**src/rtl/pwt_pkg.sv**
```systemverilog
package pwt_pkg;

  typedef enum logic [1:0] {
    ST_IDLE = 2'd0,
    ST_OPEN = 2'd1,
    ST_CUT  = 2'd2
  } pwt_state_t;

  // Wait allowance for the beat now on offer.
  function automatic int beat_limit(input bit first, input int first_lim,
                                    input int next_lim);
    return first ? first_lim : next_lim;
  endfunction

endpackage

```
**src/rtl/pwt_txn_fsm.sv**
```systemverilog
module pwt_txn_fsm (
  input  logic               clk,
  input  logic               rst_n,
  input  logic               start_i,
  input  logic               end_i,
  input  logic               beat_done_i,
  input  logic               cut_i,
  output pwt_pkg::pwt_state_t state_o,
  output logic               first_o
);
  import pwt_pkg::*;

  pwt_state_t state_q, state_d;
  logic       first_q;

  always_comb begin
    state_d = state_q;
    if (start_i)                      state_d = ST_OPEN;
    else if (end_i)                   state_d = ST_IDLE;
    else if (cut_i && state_q == ST_OPEN) state_d = ST_CUT;
  end

  always_ff @(posedge clk) begin
    if (!rst_n) begin
      state_q <= ST_IDLE;
      first_q <= 1'b1;
    end else begin
      state_q <= state_d;
      if (start_i)          first_q <= 1'b1;
      else if (beat_done_i) first_q <= 1'b0;
    end
  end

  assign state_o = state_q;
  assign first_o = first_q;
endmodule

```
**src/rtl/pwt_stall_timer.sv**
```systemverilog
module pwt_stall_timer #(
  parameter int CNT_W = 5
) (
  input  logic             clk,
  input  logic             rst_n,
  input  logic             clear_i,
  input  logic             stall_i,
  input  logic [CNT_W-1:0] limit_i,
  output logic [CNT_W-1:0] cnt_o,
  output logic             expired_o
);
  logic [CNT_W-1:0] cnt_q;

  assign expired_o = (cnt_q >= limit_i);

  always_ff @(posedge clk) begin
    if (!rst_n)                       cnt_q <= '0;
    else if (clear_i)                 cnt_q <= '0;
    else if (stall_i && !expired_o)   cnt_q <= cnt_q + 1'b1;
  end

  assign cnt_o = cnt_q;
endmodule

```
**src/rtl/pwt_flow_ctrl.sv**
```systemverilog
module pwt_flow_ctrl #(
  parameter int FIRST_LIMIT = 16,
  parameter int NEXT_LIMIT  = 8
) (
  input  logic clk,
  input  logic rst_n,
  input  logic txn_start,
  input  logic txn_end,
  input  logic beat_valid,
  input  logic buf_full,
  input  logic disc_en,
  output logic trdy,
  output logic stop_req
);
  import pwt_pkg::*;

  localparam int MAX_LIMIT = (FIRST_LIMIT > NEXT_LIMIT) ? FIRST_LIMIT : NEXT_LIMIT;
  localparam int CNT_W     = $clog2(MAX_LIMIT + 1);

  pwt_state_t       state;
  logic             first_beat;
  logic             in_open;
  logic             in_disc;
  logic             data_phase;
  logic             beat_done;
  logic             stalled;
  logic             expired;
  logic             cut;
  logic [CNT_W-1:0] cur_limit;
  logic [CNT_W-1:0] stall_cnt;

  assign in_open    = (state == ST_OPEN);
  assign in_disc    = (state == ST_CUT);
  assign data_phase = in_open && beat_valid && !txn_start && !txn_end;
  assign beat_done  = data_phase && !buf_full;
  assign stalled    = data_phase && buf_full;
  assign cur_limit  = CNT_W'(beat_limit(first_beat, FIRST_LIMIT, NEXT_LIMIT));
  assign cut        = stalled && expired && disc_en;

  pwt_txn_fsm fsm_i (
    .clk         (clk),
    .rst_n       (rst_n),
    .start_i     (txn_start),
    .end_i       (txn_end),
    .beat_done_i (beat_done),
    .cut_i       (cut),
    .state_o     (state),
    .first_o     (first_beat)
  );

  pwt_stall_timer #(.CNT_W(CNT_W)) tmr_i (
    .clk       (clk),
    .rst_n     (rst_n),
    .clear_i   (txn_start || beat_done),
    .stall_i   (stalled),
    .limit_i   (cur_limit),
    .cnt_o     (stall_cnt),
    .expired_o (expired)
  );

  assign trdy     = beat_done;
  assign stop_req = cut;
endmodule

```
**config.mk**
```make
export PLATFORM = sky130hd
export DESIGN_NAME = pwt_flow_ctrl
export DESIGN_NICKNAME = d
export VERILOG_FILES = /design/src/rtl/pwt_pkg.sv /design/src/rtl/pwt_txn_fsm.sv /design/src/rtl/pwt_stall_timer.sv /design/src/rtl/pwt_flow_ctrl.sv
export SDC_FILE = /design/constraint.sdc
export NUM_CORES = 1
export LEC_CHECK = 0
export ABC_AREA = 1
export CAP_MARGIN = 5
export CORE_AREA = 2 2 39 41
export CTS_BUF_LIST = sky130_fd_sc_hd__clkbuf_16
export CTS_CLUSTER_DIAMETER = 60
export DETAILED_ROUTE_END_ITERATION = 7
export DIE_AREA = 0 0 41 43
export DONT_BUFFER_PORTS = 1
export HOLD_SLACK_MARGIN = 0.12
export PLACE_DENSITY = 0.68
export SLEW_MARGIN = 15
export SYNTH_ARGS = -nofsm -noshare
export SYNTH_HDL_FRONTEND = slang
export SYNTH_HIERARCHICAL = 1
export SYNTH_SLANG_ARGS = --single-unit
```
**constraint.sdc**
```tcl
create_clock -name clk -period 2 [get_ports clk]
set_clock_uncertainty 0.1 [all_clocks]
set_input_delay 0.4 -clock clk [delete_from_list [all_inputs] [get_ports clk]]
set_output_delay 0.4 -clock clk [all_outputs]
set_load 0.1 [all_outputs]
```
Word level (Yosys, flattened, before mapping)
Index checks and enable logic that the tools add are counted.
{"block": "classes", "add_sub_neg": 1, "order_cmp": 1, "n_eq_ne": 1, "muxes": 4, "n_bitwise": 1, "n_reduce_logical": 18}
{"op": "1-bit logical AND", "count": 9}
{"op": "5-bit by 1-bit adder with 5-bit output (second input constant)", "count": 1}
{"op": "5-bit >= comparator", "count": 1}
{"op": "5-bit 2-to-1 mux", "count": 1}
{"op": "1-bit zero test", "count": 4}
{"op": "2-bit OR reduction", "count": 2}
{"op": "1-bit 2-to-1 mux", "count": 3}
{"op": "3-bit nonzero test", "count": 1}
{"op": "3-bit OR reduction", "count": 1}
{"op": "2-bit by 1-bit equality test with 1-bit output (second input constant)", "count": 1}
{"op": "1-bit logical OR", "count": 1}
{"op": "1-bit NOT", "count": 1}
{"block": "word_totals", "register_bits": 8, "input_bits": 7, "out_inout_bits": 2, "word_cells": 30}

Depth between registers and ports, before layout
Gate-level depths: netlist (run 1).
{"block": "depth", "ltp_word": 11, "mapped_depth": 12, "depth_no_buf": 12}

By module
Netlist (run 1), hierarchy kept.
{"module": "pwt_stall_timer", "instances": 1, "cells_each": 61, "area_per_inst_um2": 420.4, "seq_area_each_um2": 100.1}
{"module": "pwt_txn_fsm", "instances": 1, "cells_each": 16, "area_per_inst_um2": 122.6, "seq_area_each_um2": 60.1}
{"module": "pwt_flow_ctrl", "instances": 1, "cells_each": 14, "area_per_inst_um2": 70.1, "seq_area_each_um2": 0.0}

Worst setup path after synthesis (run 1)
OpenSTA, ideal clock, no wires.
{"block": "synth_path", "kind": "flip-flop to output port", "startpoint": "register fsm_i.first_q, in the netlist fsm_i/first_o", "endpoint": "output stop_req", "arrival_ns": 1.873, "required_ns": 1.500, "path_slack_ns": -0.373, "path_stages_with_launch": 9, "path_cell_list": "dfxtp_1 > inv_1 > ha_1 > nand2_2 > nor2_2 > nand2_2 > nand2_1 > nand2_1 > nor2_2"}
{"block": "synth_between", "elab_chain_len": 4}
{"element": "start: declaration", "line_no": "pwt_txn_fsm.sv:14", "rtl": "logic first_q;"}
{"element": "start signal: assignment", "line_no": "pwt_txn_fsm.sv:26", "rtl": "first_q <= 1'b1;"}
{"element": "start signal: assignment", "line_no": "pwt_txn_fsm.sv:29", "rtl": "if (start_i) first_q <= 1'b1;"}
{"element": "start signal: assignment", "line_no": "pwt_txn_fsm.sv:30", "rtl": "else if (beat_done_i) first_q <= 1'b0;"}
{"element": "5-bit 2-to-1 mux", "line_no": "pwt_pkg.sv:12", "rtl": "return first ? first_lim : next_lim;"}
{"element": "5-bit >= comparator", "line_no": "pwt_stall_timer.sv:14", "rtl": "assign expired_o = (cnt_q >= limit_i);"}
{"element": "net expired", "line_no": "pwt_flow_ctrl.sv:27", "rtl": "logic expired;"}
{"element": "1-bit logical AND (2 in a row)", "line_no": "pwt_flow_ctrl.sv:38", "rtl": "assign cut = stalled && expired && disc_en;"}
{"element": "end: declaration", "line_no": "pwt_flow_ctrl.sv:13", "rtl": "output logic stop_req"}
The timed path passes the listed nets, and every way through them passes these cells.

Worst setup path after layout (run 1)
Ends and elaborated chain as after synthesis.

==> results of run 1 <==
## registers in the layout, indices dropped and copies added, names as in the netlist
signal         flops
fsm_i/state_o      2
tmr_i/cnt_o        5
fsm_i/first_o      1
## kinds of logic after synthesis
kind of cell    count (synthesis)  share of synthesized area [%]
other cells                     1                          0.612
simple gates                   43                           35.3
fa+ha+maj                       6                           12.2
flops                           8                           26.1
compound gates                  9                           10.2
buf+inv                        23                           14.1
xor+xnor                        1                           1.43
## cells in the mapped netlist
cell type / n
conb_1: 1
nand4_1: 7
nor2_2: 5
nor3_1: 1
nor2_1: 1
a21oi_4: 1
nand2_1: 22
xor2_1: 1
inv_2: 1
a21oi_2: 1
nand3b_1: 1
nand3_2: 2
nand2_2: 2
ha_1: 6
inv_1: 22
dfxtp_1: 8
a21oi_1: 6
o21bai_1: 1
nand3_1: 2
## worst max path at each step
stage / end / slack, ns
6_report: stop_req / -0.02
4_1_cts: stop_req / -0.06
5_1_grt: stop_req / -0.09
2_1_floorplan: stop_req / -0.005
3_5_place_dp: stop_req / 0.10
3_3_place_gp: stop_req / 0.15
## layer usage
layer,vias to the layer above,global-route usage (%),routed length (um)
li1,314,-,-
met3,4,3.66,105
met4,0,10.0,23
met2,27,36.3,771
met1,310,22.4,528
met5,-,0,0
## repair_timing
item                       in CTS  in global routing
resized for setup               9                  4
setup endpoints to repair       1                  1
setup buffers                   2                  0
pin swaps                       6                  7
## power by group through the flow
| stage | clock network (mW) | registers, mW | logic, mW |
|---|---|---|---|
| floorplan | 0 | 0.165 | 0.0207 |
| finish | 0.341 | 0.163 | 0.0261 |
| global route | 0.347 | 0.163 | 0.0300 |
| global placement | 0 | 0.165 | 0.0235 |
| CTS | 0.339 | 0.163 | 0.0251 |
| detailed placement | 0 | 0.166 | 0.0241 |
## stage by stage
step	cell area (um^2)	hold WS, ns	setup slack (ns)	util [%]
after global routing	862	0.142	-0.0856	62.3
after CTS	852	0.143	-0.0591	61.6
after detailed placement	734	0.380	0.105	53.1
after global placement	734	0.377	0.150	53.1
after floorplan	642	0.365	-0.00527	-
final	862	0.144	-0.0184	62.3
## layout make-up
class | instances | area share, %
clock buffer | 3 | 8.71
timing repair buffer | 10 | 10.2
tap | 16 | 2.32
sequential | 8 | 19.0
multi-input combinational | 62 | 49.8
inverter | 23 | 10.0
==> results.yml, run 1 <==
yosys:
  synth_warnings: 6
  seq_area_frac_synth_pct: 26.1
  synth_top_area_cell: "dfxtp_1"
  synth.ff_latch_count: 8
  syn_avg_cell_area_um2: 6.74
  yosys-top-cells-area: "dfxtp_1 26%, inv_1 13%, nand2_1 13%"
  netlist_area_um2: 613
  synth.top_cell.area_share_pct: 26.1
  postSynthCellCount: 91
  yosys.cell_types.count: 19
route:
  drtAntennaViolNets: 0
  wl_per_cell_um: 11.7
  vias_per_cell: 5.37
  drt_iter0_markers: 15
  routed-via-count: 655
  drtPass1Iterations: 5
  wl_um: 1430
  drc: 0
power_and_ir_drop:
  switching_share_pct: 19.0
  p_comb_share_pct: 4.9
  pwr-share-clk_pct: 64.3
  power.total_uw: 530
  irDropWorstVdd_v: 0.000499
  powerDensity_nw_per_um2: 615
  p_leak_nw: 0.408
  p_int_uw: 429
  seqPwrFrac_pct: 30.8
  p_switching_uw: 101
floorplanning:
  die_w_um: 41
  ios: 9
  coreArea_um2: 1380
  rows: 14
  dieHeight_um: 43
  die-area_um2: 1760
  start_util_pct: 44.3
global_routing:
  grt.overflow.total: 0
  grt_pass1_vias: 630
  grt_max_degree: 7
  grt_pass1_wl_um: 2460
  grt_usage_pct: 20.8
  antenna_found_initial: 0
sta:
  fin_ws_ns: -0.0184
  maxSlewViolCount: 0
  fmax_mhz: 495
  final.period_utilization_pct: 101
  fin_crit_ns: 2.02
  finalSetupViolCount: 1
  finalHoldViolCount: 0
  finalSetupTns_ns: -0.0184
  rsz0062_at_grt: "yes"
critical_path:
  path_cells: "inv_2 -> ha_4 -> nand2_4 -> nor2_4 -> nand2_2 -> nand2_2 -> nand2_2 -> nor2_4 -> buf_12"
  cpPeakStageDelay_ns: 0.34
  criticalPathCategory: "reg -> out"
  regToRegStartpoint: "fsm_i/first_o$_SDFFE_PP1P_"
  timing.rr.end: "tmr_i/cnt_o[2]$_SDFFE_PP0P_"
  start_kind: "register"
  cp_num_cells: 9
  cp_common_cell: "nand2_2"
  cp-end-kind: "primary output"
  path_delay_family: "simple AND/OR/NAND/NOR gates"
  rrSetupSlack_ns: 0.35
  crit_required_ns: 1.50
  crit_arrival_ns: 1.52
  crit_start: "fsm_i/first_o$_SDFFE_PP1P_"
  crit_slowest_cell: "dfxtp_2"
  critPathBufInv: 2
  r2r_cells: 10
  path_max_fanout: 3
clock_network:
  cts_inserted_buffers: 3
  clockBufferDepth: 2
  cts_root_buffer: "clkbuf_16"
  clk_latency_ns: 0.23
  cts.sinks: 8
  cts_tree: "done"
  cts_hold_buf: 0
  clkTransAtPathRegs_ns: 0.04
  h-tree-depth: 1
finish:
  register_area_um2: 164
  multiInputGateArea_um2: 429
  antenna_cells: 0
  instances_no_fill: 122
  fillers: 113
  final_cell_mix: "18 x inv_1, 16 x nand2_1, 9 x buf_4"
  syn2layout_area_growth_pct: 40.6
  drive_above_1_share_pct: 37.7
  final_common_cell: "inv_1"
  nets: 121
placed_design:
  dp.cells: 117
  routabilityCongestion: 0.879
  dpl.hpwl_um: 994
  port_buffers: 0
run:
  maxCapViolCount: 0
run_status:
  violations: "negative setup slack"
  outcome: "finished, violations left"
worst_hold_path:
  min_path_type: "in -> reg"
  hold_depth: 1
  holdPathEnd: "fsm_i/state_o[1]$_SDFFE_PP0P_"
  min-delay-start: "txn_end"
No activity file was read; power rests on OpenSTA's default activity.
==> run 2, diff against run 1 <==
--- a/config.mk
+++ b/config.mk
@@ -5,7 +5,6 @@
 export SDC_FILE = /design/constraint.sdc
 export NUM_CORES = 1
 export LEC_CHECK = 0
-export ABC_AREA = 1
 export CAP_MARGIN = 5
 export CORE_AREA = 2 2 39 41
 export CTS_BUF_LIST = sky130_fd_sc_hd__clkbuf_16
@@ -14,7 +13,7 @@
 export DIE_AREA = 0 0 41 43
 export DONT_BUFFER_PORTS = 1
 export HOLD_SLACK_MARGIN = 0.12
-export PLACE_DENSITY = 0.68
+export PLACE_DENSITY = 0.65
 export SLEW_MARGIN = 15
 export SYNTH_ARGS = -nofsm -noshare
 export SYNTH_HDL_FRONTEND = slang
==> constraint.sdc (replaced) <==
create_clock -name clk -period 2 [get_ports clk]
set_clock_uncertainty 0.1 [all_clocks]
set_input_delay 0.4 -clock clk [delete_from_list [all_inputs] [get_ports clk]]
set_output_delay 0.4 -clock clk [all_outputs]
set_load 0.005 [all_outputs]
==> run 2 against run 1 <==
  * The flow still finishes with violations (negative setup slack)
  * Combinational power decreased by 3%
  * Critical endpoint unchanged
  * Sequential power about the same
  * Global-route usage decreased by 3.7 points
  * Sequential cell count unchanged
  * Die area unchanged
  * Clock power about the same
==> results.yml, run 2 <==
floorplanning:
  ios: 9
  dieHeight_um: 43
  rows: 14
  die_w_um: 41
  start_util_pct: 42.0
  die-area_um2: 1760
  coreArea_um2: 1380
global_routing:
  antenna_found_initial: 0
  grt.overflow.total: 0
  grt_pass1_vias: 476
  grt_pass1_wl_um: 1930
  grt_usage_pct: 17.2
  grt_max_degree: 11
sta:
  fin_crit_ns: 2.01
  finalHoldViolCount: 0
  maxSlewViolCount: 0
  finalSetupViolCount: 1
  fmax_mhz: 498
  rsz0062_at_grt: "yes"
  holdWs_ns: 0.140
  final.period_utilization_pct: 100
  fin_ws_ns: -0.00755
route:
  wl_per_cell_um: 12.8
  drtAntennaViolNets: 0
  routed-via-count: 488
  drt_iter0_markers: 3
  wl_um: 1160
  drtPass1Iterations: 4
  drc: 0
  vias_per_cell: 5.42
yosys:
  syn_avg_cell_area_um2: 8.56
  synthArstFlopShare_pct: 0
  synth_top_area_cell: "dfxtp_1"
  yosys.cell_count.top_type: "inv_1"
  synth_common_cells: "9 x inv_1, 8 x dfxtp_1, 6 x ha_1, 6 x nand2_1, 5 x a21oi_1"
  postSynthCellCount: 68
  yosys-top-cells-area: "dfxtp_1 28%, ha_1 13%, inv_1 5.8%"
  synth_warnings: 6
  yosys.cell_types.count: 29
  netlist_area_um2: 582
  synth.top_cell.area_share_pct: 27.5
  ys.flop_type: "dfxtp_1"
  seq_area_frac_synth_pct: 27.5
  synth_edf_count: 0
  synth.ff_latch_count: 8
finish:
  design_area_um2: 746
  register_area_um2: 161
  fin_util_pct: 53.9
  largest_reg_flops: 5
  multiInputGateArea_um2: 440
  syn2layout_area_growth_pct: 28.2
  final_cell_mix: "7 x dfxtp_1, 6 x inv_1, 5 x a21oi_1, 5 x nand2_1"
  nets: 89
  final_common_cell: "dfxtp_1"
  antenna_cells: 0
  fillers: 136
  drive_above_1_share_pct: 31.1
critical_path:
  criticalPathCategory: "reg -> out"
  path_max_fanout: 5
  crit_slowest_cell: "dfxtp_1"
  cpPeakStageDelay_ns: 0.42
  cp-end-kind: "primary output"
  rrSetupSlack_ns: 0.13
  crit_required_ns: 1.50
  path_cells: "ha_4 -> a21oi_2 -> o22ai_2 -> a211o_2 -> nand2_2 -> nor4_4"
  crit_arrival_ns: 1.51
  start_kind: "register"
  r2r_cells: 9
clock_network:
  clkTransAtPathRegs_ns: 0.04
  clockBufferDepth: 2
  cts_setup_buffers: 0
  clk_latency_ns: 0.23
  cts.sinks: 8
  cts_hold_buf: 0
  h-tree-depth: 1
  cts_tree: "done"
  cts_inserted_buffers: 3
  cts_root_buffer: "clkbuf_16"
placed_design:
  port_buffers: 0
  dpl-instance-area_um2: 622
  routabilityCongestion: 0.720
  dpl.hpwl_um: 842
run_status:
  outcome: "finished, violations left"
  violations: "negative setup slack"
power_and_ir_drop:
  irDropWorstVdd_v: 0.000568
  p_leak_nw: 0.280
  powerDensity_nw_per_um2: 712
worst_hold_path:
  hold_depth: 1
  min_path_type: "in -> reg"
run:
  maxCapViolCount: 0
==> run 2: cell count changes after synthesis, moves of 4 or more <==
cell,before,now
inv_1,22,9
or3_1,0,4
nor2_2,5,0
nand2_1,22,6
o21ai_0,0,4
nand4_1,7,1
==> run 2: logic make-up (layout without fill, tap and decap cells) <==
kind of cell             count (synthesis)  in the layout  synth area share [%]
flip-flops                               8              8                  27.5
buffers and inverters                   10             14                  7.74
AND/OR/NAND/NOR                         26             26                  29.5
adder cells (fa/ha/maj)                  6              6                  12.9
other                                    1              3                 0.645
AO/OA/AOI/OAI                           17             17                  21.7
==> run 2: area by class of cell <==
| cell class | count | share of cell area, % |
|---|---|---|
| inverters | 9 | 4.53 |
| flip-flops and latches | 8 | 21.6 |
| multi-input cells | 52 | 59.1 |
| well taps | 16 | 2.68 |
| clock buffers | 3 | 10.1 |
| repair buffers | 2 | 2.01 |
==> run 2: layer usage <==
metal | track usage, % | up-vias | share of wire [%]
met1 | 19.3 | 221 | 42
met3 | 5.24 | 4 | 4.2
met5 | 0 | - | 0
met4 | 14.0 | 0 | 2.0
met2 | 25.0 | 8 | 51
li1 | - | 255 | -
==> run 2: worst max-delay path: cells and delay by family (launching register included) <==
kind	cells	cell delay [ns]
DFF	1	0.42
and+or+nand+nor	2	0.11
AOI/OAI and AO/OA	3	0.49
adders and majority gates	1	0.24
==> run 2: worst paths after layout <==
path                               startpoint                             to
hold reg to reg    fsm_i/first_o$_SDFFE_PP1P_     fsm_i/first_o$_SDFFE_PP1P_
setup / recovery  tmr_i/cnt_o[2]$_SDFFE_PP0P_                       stop_req
setup reg to reg  tmr_i/cnt_o[2]$_SDFFE_PP0P_  fsm_i/state_o[0]$_SDFFE_PN0P_
hold / removal                      txn_start  fsm_i/state_o[1]$_SDFFE_PP0P_
==> run 2: where the power goes <==
group / switching, mW / internal (mW) / leakage [nW]
registers: 0.00125 / 0.162 / 0.0643
logic: 0.0141 / 0.0112 / 0.179
clock network: 0.0840 / 0.258 / 0.0370
total: 0.0993 / 0.431 / 0.280
==> run 2: metrics by stage <==
stage | worst slack, ns | cells | setup TNS, ns | power, mW
5_1_grt | -0.125 | 90 | -0.158 | 0.548
4_1_cts | -0.0591 | 90 | -0.0591 | 0.539
3_5_place_dp | 0.0737 | 87 | 0 | 0.188
6_report | -0.00755 | 90 | -0.00755 | 0.531
3_3_place_gp | 0.0883 | 87 | 0 | 0.188
2_1_floorplan | 0.0200 | 70 | 0 | 0.186
==> run 2: timing repair <==
| item | 4_1_cts | 5_1_grt |
|---|---|---|
| setup endpoints to repair | 1 | 4 |
| pin swaps | 1 | 0 |
| hold endpoints to repair | 0 | 0 |
| resized for setup | 2 | 8 |
==> run 3, diff against run 2 <==
--- a/config.mk
+++ b/config.mk
@@ -7,7 +7,6 @@
 export LEC_CHECK = 0
 export CAP_MARGIN = 5
 export CORE_AREA = 2 2 39 41
-export CTS_BUF_LIST = sky130_fd_sc_hd__clkbuf_16
 export CTS_CLUSTER_DIAMETER = 60
 export DETAILED_ROUTE_END_ITERATION = 7
 export DIE_AREA = 0 0 41 43
@@ -19,3 +18,4 @@
 export SYNTH_HDL_FRONTEND = slang
 export SYNTH_HIERARCHICAL = 1
 export SYNTH_SLANG_ARGS = --single-unit
+export TNS_END_PERCENT = 1
==> run 3 against run 2 <==
  * The run still ends with negative setup slack left
  * Power shrank 40%
  * Cell count up 3.3%
  * Clock power fell by 62%
  * Count of clock-buffer cells in the layout is the same
  * First-iteration DRC count is 67% higher
  * Global-route usage fell by 0.20 points
  * Setup slack lost 0.050 ns
  * Register-to-register slack about the same
  * Utilization down 3.3 points
  * Sequential share of layout area up 1.4 points
  * Largest cell class unchanged
==> results.yml, run 3 (synthesis gave the netlist of run 2 again) <==
run_status:
  outcome: "finished, violations left"
  violations: "negative setup slack"
critical_path:
  rrSetupSlack_ns: 0.12
  cp-end-kind: "primary output"
  cpPeakStageDelay_ns: 0.39
  crit_arrival_ns: 1.56
  crit_required_ns: 1.50
  path_cells: "ha_1 -> a21oi_2 -> o22ai_2 -> a211o_2 -> nand2_1 -> nor4_4"
  path_delay_family: "compound AO/OA/AOI/OAI gates"
  critPathBufInv: 0
  start_kind: "register"
  crit_slowest_cell: "dfxtp_1"
  path_max_fanout: 5
  timing.rr.end: "fsm_i/state_o[0]$_SDFFE_PN0P_"
  endpoint: "stop_req"
  r2r_cells: 9
  cp_num_cells: 6
  regToRegStartpoint: "tmr_i/cnt_o[2]$_SDFFE_PP0P_"
  criticalPathCategory: "reg -> out"
  crit_start: "tmr_i/cnt_o[2]$_SDFFE_PP0P_"
power_and_ir_drop:
  power.total_uw: 319
  irDropWorstVdd_v: 0.000444
  p_leak_nw: 0.275
  powerDensity_nw_per_um2: 456
finish:
  largest_reg_flops: 5
  drive_above_1_share_pct: 22.1
  antenna_cells: 0
  fillers: 143
  nets: 92
  design_area_um2: 701
  final_cell_mix: "8 x inv_1, 7 x dfxtp_1, 6 x nand2_1"
  final_common_cell: "inv_1"
  syn2layout_area_growth_pct: 20.4
floorplanning:
  start_util_pct: 42.0
  ios: 9
  rows: 14
  coreArea_um2: 1380
  dieHeight_um: 43
  die-area_um2: 1760
  die_w_um: 41
sta:
  fin_ws_ns: -0.0577
  fin_crit_ns: 2.06
  holdWs_ns: 0.150
  final.period_utilization_pct: 103
  finalSetupTns_ns: -0.0577
  fmax_mhz: 486
  rsz0062_at_grt: "yes"
  finalHoldViolCount: 0
  finalSetupViolCount: 1
  maxSlewViolCount: 0
global_routing:
  grt_pass1_vias: 512
  grt_pass1_wl_um: 1970
  grt_usage_pct: 17.0
  grt_max_degree: 11
  grt.overflow.total: 0
  antenna_found_initial: 0
clock_network:
  cts_inserted_buffers: 3
  clkTransAtPathRegs_ns: 0.06
  cts.sinks: 8
  cts_setup_buffers: 0
  clk_latency_ns: 0.25
  cts_root_buffer: "clkbuf_4"
  clockBufferDepth: 2
  h-tree-depth: 1
  cts_tree: "done"
placed_design:
  routabilityCongestion: 0.720
  port_buffers: 0
  dpl.hpwl_um: 842
  dpl-instance-area_um2: 622
route:
  wl_per_cell_um: 11.8
  wl_um: 1100
  drtPass1Iterations: 4
  routed-via-count: 507
  vias_per_cell: 5.45
  drt_iter0_markers: 5
  drtAntennaViolNets: 0
  drc: 0
run:
  maxCapViolCount: 0
worst_hold_path:
  min_path_type: "in -> reg"
==> run 3: cell types whose count changed in the layout (fill, tap and decap cells not counted), sizes merged <==
| cell | change |
|---|---|
| dlygate4sd3 | +3 |
==> run 3: how the worst min path moves through the flow <==
stage / from / to / slack [ns] / depth (start not counted)
CTS: txn_start / fsm_i/first_o$_SDFFE_PP1P_ / 0.14 / 1
detailed placement: txn_start / fsm_i/state_o[1]$_SDFFE_PP0P_ / 0.38 / 1
finish: txn_start / fsm_i/first_o$_SDFFE_PP1P_ / 0.15 / 1
floorplan: tmr_i/cnt_o[4]$_SDFFE_PP0P_ / tmr_i/cnt_o[4]$_SDFFE_PP0P_ / 0.36 / 2
global route: txn_start / fsm_i/first_o$_SDFFE_PP1P_ / 0.16 / 1
global placement: txn_start / fsm_i/state_o[1]$_SDFFE_PP0P_ / 0.38 / 1
==> run 3: area by class of cell <==
| type | count | area [um^2] | area share, % |
|---|---|---|---|
| inverters | 9 | 33.8 | 4.82 |
| well taps | 16 | 20.0 | 2.86 |
| repair buffers | 5 | 45.0 | 6.43 |
| clock buffers | 3 | 22.5 | 3.21 |
| multi-input cells | 52 | 418 | 59.6 |
| flip-flops and latches | 8 | 161 | 23.0 |
==> run 3: report_power, final <==
part           internal, mW  total (mW)  switching, mW
clock network        0.0691       0.129         0.0601
logic                0.0143      0.0281         0.0138
registers             0.161       0.162        0.00121
total                 0.244       0.319         0.0751
==> run 3: timing repair <==
item	CTS	global route
endpoints found under the setup margin	1	3
hold buffers	3	0
gates cloned	0	0
endpoints found under the hold margin	2	0
pin swaps	1	0
resized for setup	2	2
==> run 3: metal layers <==
layer	vias up	track usage [%]	share of wire, %
met5	-	0	0
met3	2	5.76	3.0
li1	263	-	-
met2	8	26.6	53
met1	234	18.7	43
met4	0	10.0	1.1
==> run 3: worst register-to-register path, stage by stage (launching register included) <==
cell and delay, ns:
dfxtp_1 0.39, ha_1 0.28, a21oi_2 0.14, o22ai_2 0.09, a211o_2 0.26, nand2_1 0.10, nor4_4 0.05, nor2b_1 0.13
nor3b_1 0.18, o21a_1 0.12
==> run 3: per-stage QoR <==
stage	util (%)	cells	worst slack, ns
2_1_floorplan	-	70	0.0200
3_3_place_gp	44.9	87	0.0883
3_5_place_dp	44.9	87	0.0737
4_1_cts	49.7	93	-0.0909
5_1_grt	50.6	93	-0.199
6_report	50.6	93	-0.0577
